--- src/rtl/mord_pkg.sv ---
// Shared kind and status encodings for the memory ordering dispatcher.
// Assumes kind codes 6 and 7 are non-memory operations.
package mord_pkg;

    localparam logic [2:0] OPK_NONE  = 3'd0;
    localparam logic [2:0] OPK_LOAD  = 3'd1;
    localparam logic [2:0] OPK_STORE = 3'd2;
    localparam logic [2:0] OPK_LBAR  = 3'd3;
    localparam logic [2:0] OPK_SBAR  = 3'd4;
    localparam logic [2:0] OPK_FBAR  = 3'd5;

    typedef enum logic [1:0] {
        AV_OK      = 2'd0,
        AV_LQ_FULL = 2'd1,
        AV_SQ_FULL = 2'd2
    } avail_e;

    localparam int NUM_SLOTS = 3;
    localparam int SLOT_ST   = 0;
    localparam int SLOT_LD   = 1;
    localparam int SLOT_LB   = 2;

    // True when the kind occupies a load-queue entry.
    function automatic logic kind_uses_lq(input logic [2:0] k);
        return (k == OPK_LOAD) || (k == OPK_LBAR) || (k == OPK_FBAR);
    endfunction

    // True when the kind occupies a store-queue entry.
    function automatic logic kind_uses_sq(input logic [2:0] k);
        return (k == OPK_STORE) || (k == OPK_SBAR) || (k == OPK_FBAR);
    endfunction

endpackage

--- src/rtl/mord_occupancy.sv ---
// Used-entry counter for one queue, with a full flag.
// SIZE == 0 means unbounded. Assumes that with an unbounded queue the
// consumer keeps the used count below 2**CNT_W.
module mord_occupancy #(
    parameter int SIZE  = 8,
    parameter int CNT_W = 8
) (
    input  logic             clk,
    input  logic             rst_n,
    input  logic             take,
    input  logic             give,
    output logic             full,
    output logic [CNT_W-1:0] used
);
    localparam logic [CNT_W-1:0] CAP = CNT_W'(SIZE);

    logic give_ok;

    // A release on an empty queue is dropped.
    assign give_ok = give && (used != '0);

    // Capacity comparison; zero capacity never reports full.
    assign full = (SIZE != 0) && (used == CAP);

    // Count update: acquire and release may happen in the same cycle.
    always_ff @(posedge clk) begin
        if (!rst_n)
            used <= '0;
        else if (take && !give_ok)
            used <= used + 1'b1;
        else if (!take && give_ok)
            used <= used - 1'b1;
    end
endmodule

--- src/rtl/mord_id_alloc.sv ---
// Group identifier allocator: starts at 1, steps by one, skips 0 on wrap.
module mord_id_alloc #(
    parameter int GID_W = 8
) (
    input  logic             clk,
    input  logic             rst_n,
    input  logic             advance,
    output logic [GID_W-1:0] cur_id
);
    localparam logic [GID_W-1:0] FIRST_ID = GID_W'(1);

    // Next identifier register.
    always_ff @(posedge clk) begin
        if (!rst_n)
            cur_id <= FIRST_ID;
        else if (advance)
            cur_id <= (cur_id == '1) ? FIRST_ID : cur_id + 1'b1;
    end
endmodule

--- src/rtl/mord_edge_gen.sv ---
// Combinational edge builder. It picks the predecessor slots for an operation
// kind, drops empty (zero) trackers and removes repeats of lower slots.
module mord_edge_gen
    import mord_pkg::*;
#(
    parameter int GID_W = 8
) (
    input  logic [2:0]                 kind,
    input  logic                       no_alias,
    input  logic [GID_W-1:0]           st_grp,
    input  logic [GID_W-1:0]           ld_grp,
    input  logic [GID_W-1:0]           lb_grp,
    output logic [NUM_SLOTS-1:0]       slot_vld,
    output logic [NUM_SLOTS*GID_W-1:0] slot_pred
);
    logic [NUM_SLOTS-1:0] want;
    logic [NUM_SLOTS-1:0] raw_vld;
    logic [GID_W-1:0]     pred [NUM_SLOTS];

    // Slot selection from the ordering rules.
    always_comb begin
        want[SLOT_ST] = kind_uses_sq(kind) || (kind_uses_lq(kind) && !no_alias);
        want[SLOT_LD] = kind_uses_sq(kind) || (kind == OPK_LBAR);
        want[SLOT_LB] = kind_uses_lq(kind);
        pred[SLOT_ST] = st_grp;
        pred[SLOT_LD] = ld_grp;
        pred[SLOT_LB] = lb_grp;
    end

    // Per-slot validity and duplicate removal against lower slots.
    for (genvar s = 0; s < NUM_SLOTS; s++) begin : g_slot
        assign raw_vld[s] = want[s] && (pred[s] != '0);
        assign slot_pred[s*GID_W +: GID_W] = pred[s];
        if (s == 0) begin : g_first
            assign slot_vld[s] = raw_vld[s];
        end else begin : g_rest
            logic [s-1:0] dup;
            for (genvar p = 0; p < s; p++) begin : g_cmp
                assign dup[p] = raw_vld[p] && (pred[p] == pred[s]);
            end
            assign slot_vld[s] = raw_vld[s] && !(|dup);
        end
    end
endmodule

--- src/rtl/mem_order_dispatch.sv ---
// Memory ordering dispatcher top. It checks queue room for one operation per
// cycle, assigns group identifiers and emits create plus edge commands one
// cycle after acceptance. It assumes the downstream group table always takes
// commands (no back-pressure).
module mem_order_dispatch
    import mord_pkg::*;
#(
    parameter int LQ_SIZE = 8,
    parameter int SQ_SIZE = 8,
    parameter int GID_W   = 8,
    parameter int CNT_W   = 8
) (
    input  logic                       clk,
    input  logic                       rst_n,
    input  logic                       cfg_no_alias,
    input  logic                       op_valid,
    input  logic [2:0]                 op_kind,
    output logic                       op_ready,
    output logic [1:0]                 op_status,
    input  logic                       lq_retire,
    input  logic                       sq_commit,
    output logic                       grp_new_valid,
    output logic [GID_W-1:0]           grp_new_id,
    output logic [NUM_SLOTS-1:0]       edge_valid,
    output logic [NUM_SLOTS*GID_W-1:0] edge_pred
);
    localparam int PRED_W = NUM_SLOTS * GID_W;

    logic              need_lq, need_sq, is_mem, accept, mem_accept;
    logic              lq_full, sq_full;
    logic [CNT_W-1:0]  lq_used, sq_used;
    logic [GID_W-1:0]  cur_id;
    logic [GID_W-1:0]  st_grp, ld_grp, lb_grp;
    logic [NUM_SLOTS-1:0] nx_vld;
    logic [PRED_W-1:0] nx_pred;
    avail_e            status;

    // Queue needs of the presented kind.
    assign need_lq = kind_uses_lq(op_kind);
    assign need_sq = kind_uses_sq(op_kind);
    assign is_mem  = need_lq || need_sq;

    // Availability status: the load queue has priority over the store queue.
    always_comb begin
        if (need_lq && lq_full)
            status = AV_LQ_FULL;
        else if (need_sq && sq_full)
            status = AV_SQ_FULL;
        else
            status = AV_OK;
    end

    assign op_status  = status;
    assign op_ready   = (status == AV_OK);
    assign accept     = op_valid && op_ready;
    assign mem_accept = accept && is_mem;

    mord_occupancy #(.SIZE(LQ_SIZE), .CNT_W(CNT_W)) u_lq (
        .clk(clk), .rst_n(rst_n), .take(accept && need_lq),
        .give(lq_retire), .full(lq_full), .used(lq_used)
    );

    mord_occupancy #(.SIZE(SQ_SIZE), .CNT_W(CNT_W)) u_sq (
        .clk(clk), .rst_n(rst_n), .take(accept && need_sq),
        .give(sq_commit), .full(sq_full), .used(sq_used)
    );

    mord_id_alloc #(.GID_W(GID_W)) u_ids (
        .clk(clk), .rst_n(rst_n), .advance(mem_accept), .cur_id(cur_id)
    );

    mord_edge_gen #(.GID_W(GID_W)) u_edges (
        .kind(op_kind), .no_alias(cfg_no_alias),
        .st_grp(st_grp), .ld_grp(ld_grp), .lb_grp(lb_grp),
        .slot_vld(nx_vld), .slot_pred(nx_pred)
    );

    // Tracking registers for the newest load, load-barrier and store groups.
    always_ff @(posedge clk) begin
        if (!rst_n) begin
            st_grp <= '0;
            ld_grp <= '0;
            lb_grp <= '0;
        end else if (mem_accept) begin
            if (need_lq)
                ld_grp <= cur_id;
            if ((op_kind == OPK_LBAR) || (op_kind == OPK_FBAR))
                lb_grp <= cur_id;
            if (need_sq)
                st_grp <= cur_id;
        end
    end

    // Output stage: create command and its edges leave together.
    always_ff @(posedge clk) begin
        if (!rst_n) begin
            grp_new_valid <= 1'b0;
            grp_new_id    <= '0;
            edge_valid    <= '0;
            edge_pred     <= '0;
        end else begin
            grp_new_valid <= mem_accept;
            edge_valid    <= mem_accept ? nx_vld : '0;
            if (mem_accept) begin
                grp_new_id <= cur_id;
                edge_pred  <= nx_pred;
            end
        end
    end
endmodule

--- config.mk ---
export PLATFORM = sky130hd
export DESIGN_NAME = mem_order_dispatch
export DESIGN_NICKNAME = d
export VERILOG_FILES = /design/src/rtl/mord_pkg.sv /design/src/rtl/mord_occupancy.sv /design/src/rtl/mord_id_alloc.sv /design/src/rtl/mord_edge_gen.sv /design/src/rtl/mem_order_dispatch.sv
export SDC_FILE = /design/constraint.sdc
export NUM_CORES = 1
export LEC_CHECK = 0
export CAP_MARGIN = 20
export CORE_UTILIZATION = 58
export CTS_BUF_LIST = sky130_fd_sc_hd__clkbuf_2 sky130_fd_sc_hd__clkbuf_4 sky130_fd_sc_hd__clkbuf_8
export CTS_CLUSTER_SIZE = 16
export DETAILED_ROUTE_END_ITERATION = 10
export GPL_TIMING_DRIVEN = 0
export PLACE_DENSITY_LB_ADDON = 0.15
export SETUP_SLACK_MARGIN = 0.02
export SLEW_MARGIN = 20
export SYNTH_ARGS = -nofsm -noshare
export SYNTH_HDL_FRONTEND = slang
export SYNTH_SLANG_ARGS = --single-unit
--- constraint.sdc ---
create_clock -name clk -period 3.6 [get_ports clk]
set_input_delay 0.36 -clock clk [delete_from_list [all_inputs] [get_ports clk]]
set_output_delay 0.36 -clock clk [all_outputs]
set_load 0.1 [all_outputs]
# After elaboration in Yosys (flattened, before gate mapping)

Cells that the tools add are included.
W data, S select, Z words.

Add/subtract/negate cells: 5
Reduce and logical (&&, ||, !) cells: 49
Equality and inequality tests: 11
Muxes and demuxes: 7

Operators with widths:

| cell                  | number |
|---|---|
| $mux W8               | 5 |
| $reduce_bool A8 Y1    | 5 |
| $add A8 B1 Y8 const B | 3 |
| $eq A8 B8 Y1          | 3 |
| $logic_and A1 B1 Y1   | 21 |
| $eq A8 B4 Y1 const B  | 2 |
| $sub A8 B1 Y8 const B | 2 |
| $eq A8 B8 Y1 const B  | 1 |
| $logic_or A1 B1 Y1    | 8 |
| $reduce_and A2 Y1     | 4 |
| $logic_not A1 Y1      | 7 |
| $eq A3 B2 Y1 const B  | 2 |
| $eq A3 B3 Y1 const B  | 2 |
| $mux W2               | 2 |
| $reduce_bool A2 Y1    | 2 |
| $eq A3 B1 Y1 const B  | 1 |
| $logic_not A2 Y1      | 1 |
| $reduce_or A2 Y1      | 1 |

Input bits: 9
Register bits: 84
Word-level logic and storage cells: 82
Output and inout bits: 39

# Logic depth before layout (Yosys ltp)

Depth after elaboration: 13
Mapped depth: 13
Depth with buffers taken out: 12

# Hierarchy

A second synthesis with hierarchy kept.

Cells, all modules: 520
Area total of the unflattened synthesis: 4647.0 sq um

By module, submodules not included:

| module                | instances | cells an instance | sequential area each (sq um) | area an instance (sq um) |
|---|---|---|---|---|
| mem_order_dispatch    | 1         | 260               | 1201.2                       | 2509.9 |
| mord_occupancy (u_lq) | 1         | 77                | 160.2                        | 631.9 |
| mord_occupancy (u_sq) | 1         | 70                | 160.2                        | 601.8 |
| mord_edge_gen         | 1         | 73                | 0.0                          | 544.3 |
| mord_id_alloc         | 1         | 40                | 160.2                        | 359.1 |

# Least setup slack after synthesis

No wires, ideal clock.

Kind: register -> register
Start: register u_sq.used[4]
End: register u_lq.used[6]
Period minus slack after synthesis: 3279 ps
Stages on the path, launching flop included: 14
Path slack: 321 ps
Arrival: 3147 ps
Path buffers: 1
Path through: dfxtp_1 -> nor4_2 -> o2111ai_4 -> nand4_1 -> buf_6 -> inv_1 -> ha_1 -> inv_1 -> ha_1 -> a21o_1 -> a21o_1 -> a21oi_1 -> nor3_1 -> or3b_2

Word-level cells in the longest chain between the ends: 10
Elaborated cells between the ends (all ways): 12
Classes of those cells: eq/ne (1); mux (3); reduce/logical (8)

Ends and longest elaborated chain:

| item                                | line                     | text |
|---|---|---|
| start, declared                     | mord_occupancy.sv:13     | `output logic [CNT_W-1:0] used` |
| start signal, assigned              | mord_occupancy.sv:30     | `used <= used + 1'b1;` |
| start signal, assigned              | mord_occupancy.sv:32     | `used <= used - 1'b1;` |
| $eq A8 B4 Y1 *                      | mord_occupancy.sv:23     | `assign full = (SIZE != 0) && (used == CAP);` |
| $logic_and A1 B1 Y1 *               | mem_order_dispatch.sv:47 | `else if (need_sq && sq_full)` |
| $mux W2 *                           | mem_order_dispatch.sv:47 |  |
| $mux W2 *                           | mem_order_dispatch.sv:45 | `if (need_lq && lq_full)` |
| $logic_not A2 Y1 *                  | mem_order_dispatch.sv:54 | `assign op_ready = (status == AV_OK);` |
| $logic_and A1 B1 Y1 *               | mem_order_dispatch.sv:55 | `assign accept = op_valid && op_ready;` |
| $logic_and A1 B1 Y1 *               | mem_order_dispatch.sv:59 | `.clk(clk), .rst_n(rst_n), .take(accept && need_lq),` |
| $logic_not A1 Y1                    | mord_occupancy.sv:31     | `else if (!take && give_ok)` |
| $logic_and A1 B1 Y1                 | mord_occupancy.sv:31     |  |
| $reduce_bool A2 Y1 (no source line) | -                        |  |
| end signal, assigned                | mord_occupancy.sv:30     |  |
| end signal, assigned                | mord_occupancy.sv:32     |  |
| end, declared                       | mord_occupancy.sv:13     |  |

Every way passes the cells marked *; elsewhere a longest branch is shown, timed or not.
A chain may end at the register's enable or synchronous reset.

# Worst setup path in the final report

Start: register u_lq.used[0]
End: register u_lq.used[6]

Word-level cells in the longest chain between the ends: 9
Elaborated cells between the ends (all ways): 17
Classes of those cells: add/sub (2); eq/ne (1); mux (3); reduce/logical (11)

Ends and longest elaborated chain:

| item                                | line |
|---|---|
| $eq A8 B4 Y1                        | mord_occupancy.sv:23 |
| $logic_and A1 B1 Y1                 | mem_order_dispatch.sv:45 |
| $mux W2                             | mem_order_dispatch.sv:45 |
| $logic_not A2 Y1                    | mem_order_dispatch.sv:54 |
| $logic_and A1 B1 Y1                 | mem_order_dispatch.sv:55 |
| $logic_and A1 B1 Y1                 | mem_order_dispatch.sv:59 |
| $logic_not A1 Y1                    | mord_occupancy.sv:31 |
| $logic_and A1 B1 Y1                 | mord_occupancy.sv:31 |
| $reduce_bool A2 Y1 (no source line) | - |

Several ways; a longest one is shown, not always the timed one. The select of a mux whose other input is x is not followed.

==> flow_metrics.env <==
export IMPL_max_slew_margin_pct=35.1
export IMPL_dp_slack_ps=-822
export IMPL_report_final_slew_viol_count=0
export IMPL_rsz0062_at_grt="false"
export IMPL_cts_num_sinks=84
export IMPL_port_buffers=47
export IMPL_h_tree_depth=3
export IMPL_grtUsageMet3_pct=3.64
export IMPL_place_gp_congestion=0.900
export IMPL_clkLatencyLatePin_ps=360
export IMPL_finalPower_mw=3.17
export IMPL_grt_overflow_total=0
export IMPL_tns_ps=0
export IMPL_power_density_nw_per_um2=605
export IMPL_peakVddDrop_mv=0.431
export IMPL_cp_required_ps=3840
export IMPL_root_buffer="clkbuf_8"
export IMPL_syn_to_final_growth_pct=21.1
export IMPL_grt_pass1_vias=3394
export IMPL_syn_cell_area_sq_um=4330
export IMPL_p_leak_nw=2.09
export IMPL_vias=3742
export IMPL_worstSetupPathType="flop to flop"
export IMPL_ys_seq_elements=84
export IMPL_drt_first_iter_violations=153
export IMPL_worst_slew_pin_transition_ps=970
export IMPL_diodes=0
export IMPL_maxCapViolations=0
export IMPL_worst_setup_path_end_kind="flop"
export IMPL_final_hold_viol_count=0
export IMPL_yosysWarnings=0
export IMPL_wl_per_cell_um=15.6
export IMPL_clock_skew_ps=8.87
export IMPL_outcome="finished, final reports clean"
export IMPL_fmax_mhz=299
export IMPL_viasPerCell=5.67
export IMPL_post_synth_num_cell_types=48
export IMPL_die_area_sq_um=7820
export IMPL_cp_max_fo=10
export IMPL_die_w_um=88.4
export IMPL_antenna_found_initial=0
export IMPL_fin_crit_sh_pct=93.0
export IMPL_drc=0
export IMPL_cp_data_arrival_time_ps=3590
export IMPL_synth_cells=492
export IMPL_met1_usage_pct=38.7
export IMPL_setup_violations=0
export IMPL_cts_max_path_buffers=2
export IMPL_nets=584
export IMPL_rows=31
export IMPL_final_setup_worst_slack_ps=251
export IMPL_syn_avg_cell_area_sq_um=8.81
export IMPL_grt_util_met2_pct=45.3
export IMPL_dpl_hpwl_um=7690
export IMPL_hold_class="flop to flop"
export IMPL_worst_setup_path_start_kind="flop"
export IMPL_grt_usage_pct=28.1
export IMPL_core_area_sq_um=7250
export IMPL_syn_nets=520
export IMPL_drtPass1Iterations=5
export IMPL_ys_seq_area_share_pct=38.8
export IMPL_postRouteAntennaNets=0
export IMPL_start_util_pct=59.7
export IMPL_wirelength_um=10300
export IMPL_busiest_layer="met2"
export IMPL_grt_max_degree=17
export IMPL_cts_tree="done"
export IMPL_clkTransAtPathRegs_ps=90
export IMPL_ios=48
export IMPL_layout_drive_gt1_share_pct=12.8
export IMPL_final_cell_mix="84 x dfxtp_1, 66 x nand3_1, 58 x nand2_1"
export IMPL_min_period_ps=3350
export IMPL_die_h_um=88.4
export IMPL_cts_buffers=9
export IMPL_grt_pass1_wl_um=16700
export IMPL_utilization_pct=72.4
export IMPL_final_common_cell="dfxtp_1"
==> stage by stage <==
stage | hold slack [ps] | cells | area, sq um
finish | 450 | 660 | 5250
global route | 475 | 660 | 5250
CTS | 454 | 655 | 5180
detailed placement | 441 | 638 | 4930
global placement | 437 | 638 | 4930
floorplan | 456 | 492 | 4330
==> power by group <==
part           internal, mW  switching [mW]
Clock                 0.332           0.379
Combinational         0.601           0.703
Sequential             1.03           0.132
Total                  1.96            1.21
==> area by class of cell <==
cell class,count,area [sq um]
sequential,84,1680
timing repair buffer,53,517
multi-input combinational,369,2510
clock buffer,9,124
buffer,25,156
fill,601,2000
tap,99,124
inverter,14,52.6
clock inverter,7,81.3
==> worst max-delay path, cell delays in order, from the launching register on <==
cell and delay, ps:
dfxtp_1 380, nor3_2 350, nand4_4 250, nand4_1 210
buf_6 160, inv_1 50, ha_1 220, inv_2 170
ha_1 320, a21o_1 200, a21o_1 190, a21oi_1 210
nor3_1 80, or3b_2 440
==> what timing repair did <==
item                                    4_1_cts  5_1_grt
setup buffers                                 1        5
hold buffers                                  0        0
endpoints found under the setup margin        6        3
pin swaps                                     2        3
resized for setup                            10        6
hold endpoints to repair                      0        0
==> logic make-up (layout without fill, tap and decap cells) <==
logic type / after synthesis / in the layout / synth area share [%]
AND/OR/NAND/NOR: 231 / 231 / 29.9
flip-flops: 84 / 84 / 38.8
AO/OA/AOI/OAI: 68 / 68 / 9.85
buffers and inverters: 39 / 108 / 4.82
XOR/XNOR: 36 / 36 / 7.28
adder cells (fa/ha/maj): 19 / 19 / 5.83
multiplexers: 15 / 15 / 3.47
==> metal layers <==
| layer | part of all wire, % | routed length, um |
|---|---|---|
| met4 | 1.4 | 143 |
| met1 | 47 | 4870 |
| met5 | 0 | 0 |
| met2 | 48 | 4900 |
| met3 | 3.8 | 391 |
==> path summary, 6_finish.rpt <==
kind	from	to	slack [ps]	cells past startpoint
setup reg to reg	u_lq.used[0]	u_lq.used[6]	250	13
hold / removal	edge_pred[9]	edge_pred[9]	450	2
setup / recovery	u_lq.used[0]	u_lq.used[6]	250	13
hold reg to reg	edge_pred[9]	edge_pred[9]	450	2
==> cells in the mapped netlist (all sizes together) <==
cell type  instances  share of area [%]
nor4               7                1.3
o2111ai            6                1.8
a211oi             1               0.17
o211ai             2               0.35
nor3              12                1.4
and4               1               0.26
a21oi              7               0.81
buf               12                2.5
nand4             12                2.2
nand4b             1               0.20
nor4bb             2               0.46
dfxtp             84                 39
a21o               4               0.69
nand2             58                5.0
and2              13                1.9
o21bai             2               0.35
and3               1               0.14
ha                17                4.9
nand2b             3               0.43
mux2i             15                3.5
o32ai              1               0.20
xnor2             36                7.3
fa                 2               0.92
o21ai             41                4.9
or4                2               0.35
inv               14                1.2
o22ai              2               0.29
clkbuf            13                1.1
or3                2               0.29
nand3             85                 12
nor2b             12                1.8
nor2              16                1.4
nor3b              2               0.46
or3b               2               0.40
a21boi             1               0.17
a31oi              1               0.14
==> flip-flops by register name (all words and copies together), names as in the netlist <==
register,count
edge_pred,24
edge_valid,3
grp_new_id,8
grp_new_valid,1
lb_grp,8
ld_grp,8
st_grp,8
u_ids.cur_id,8
u_lq.used,8
u_sq.used,8
No activity file was read; power rests on OpenSTA's default activity.
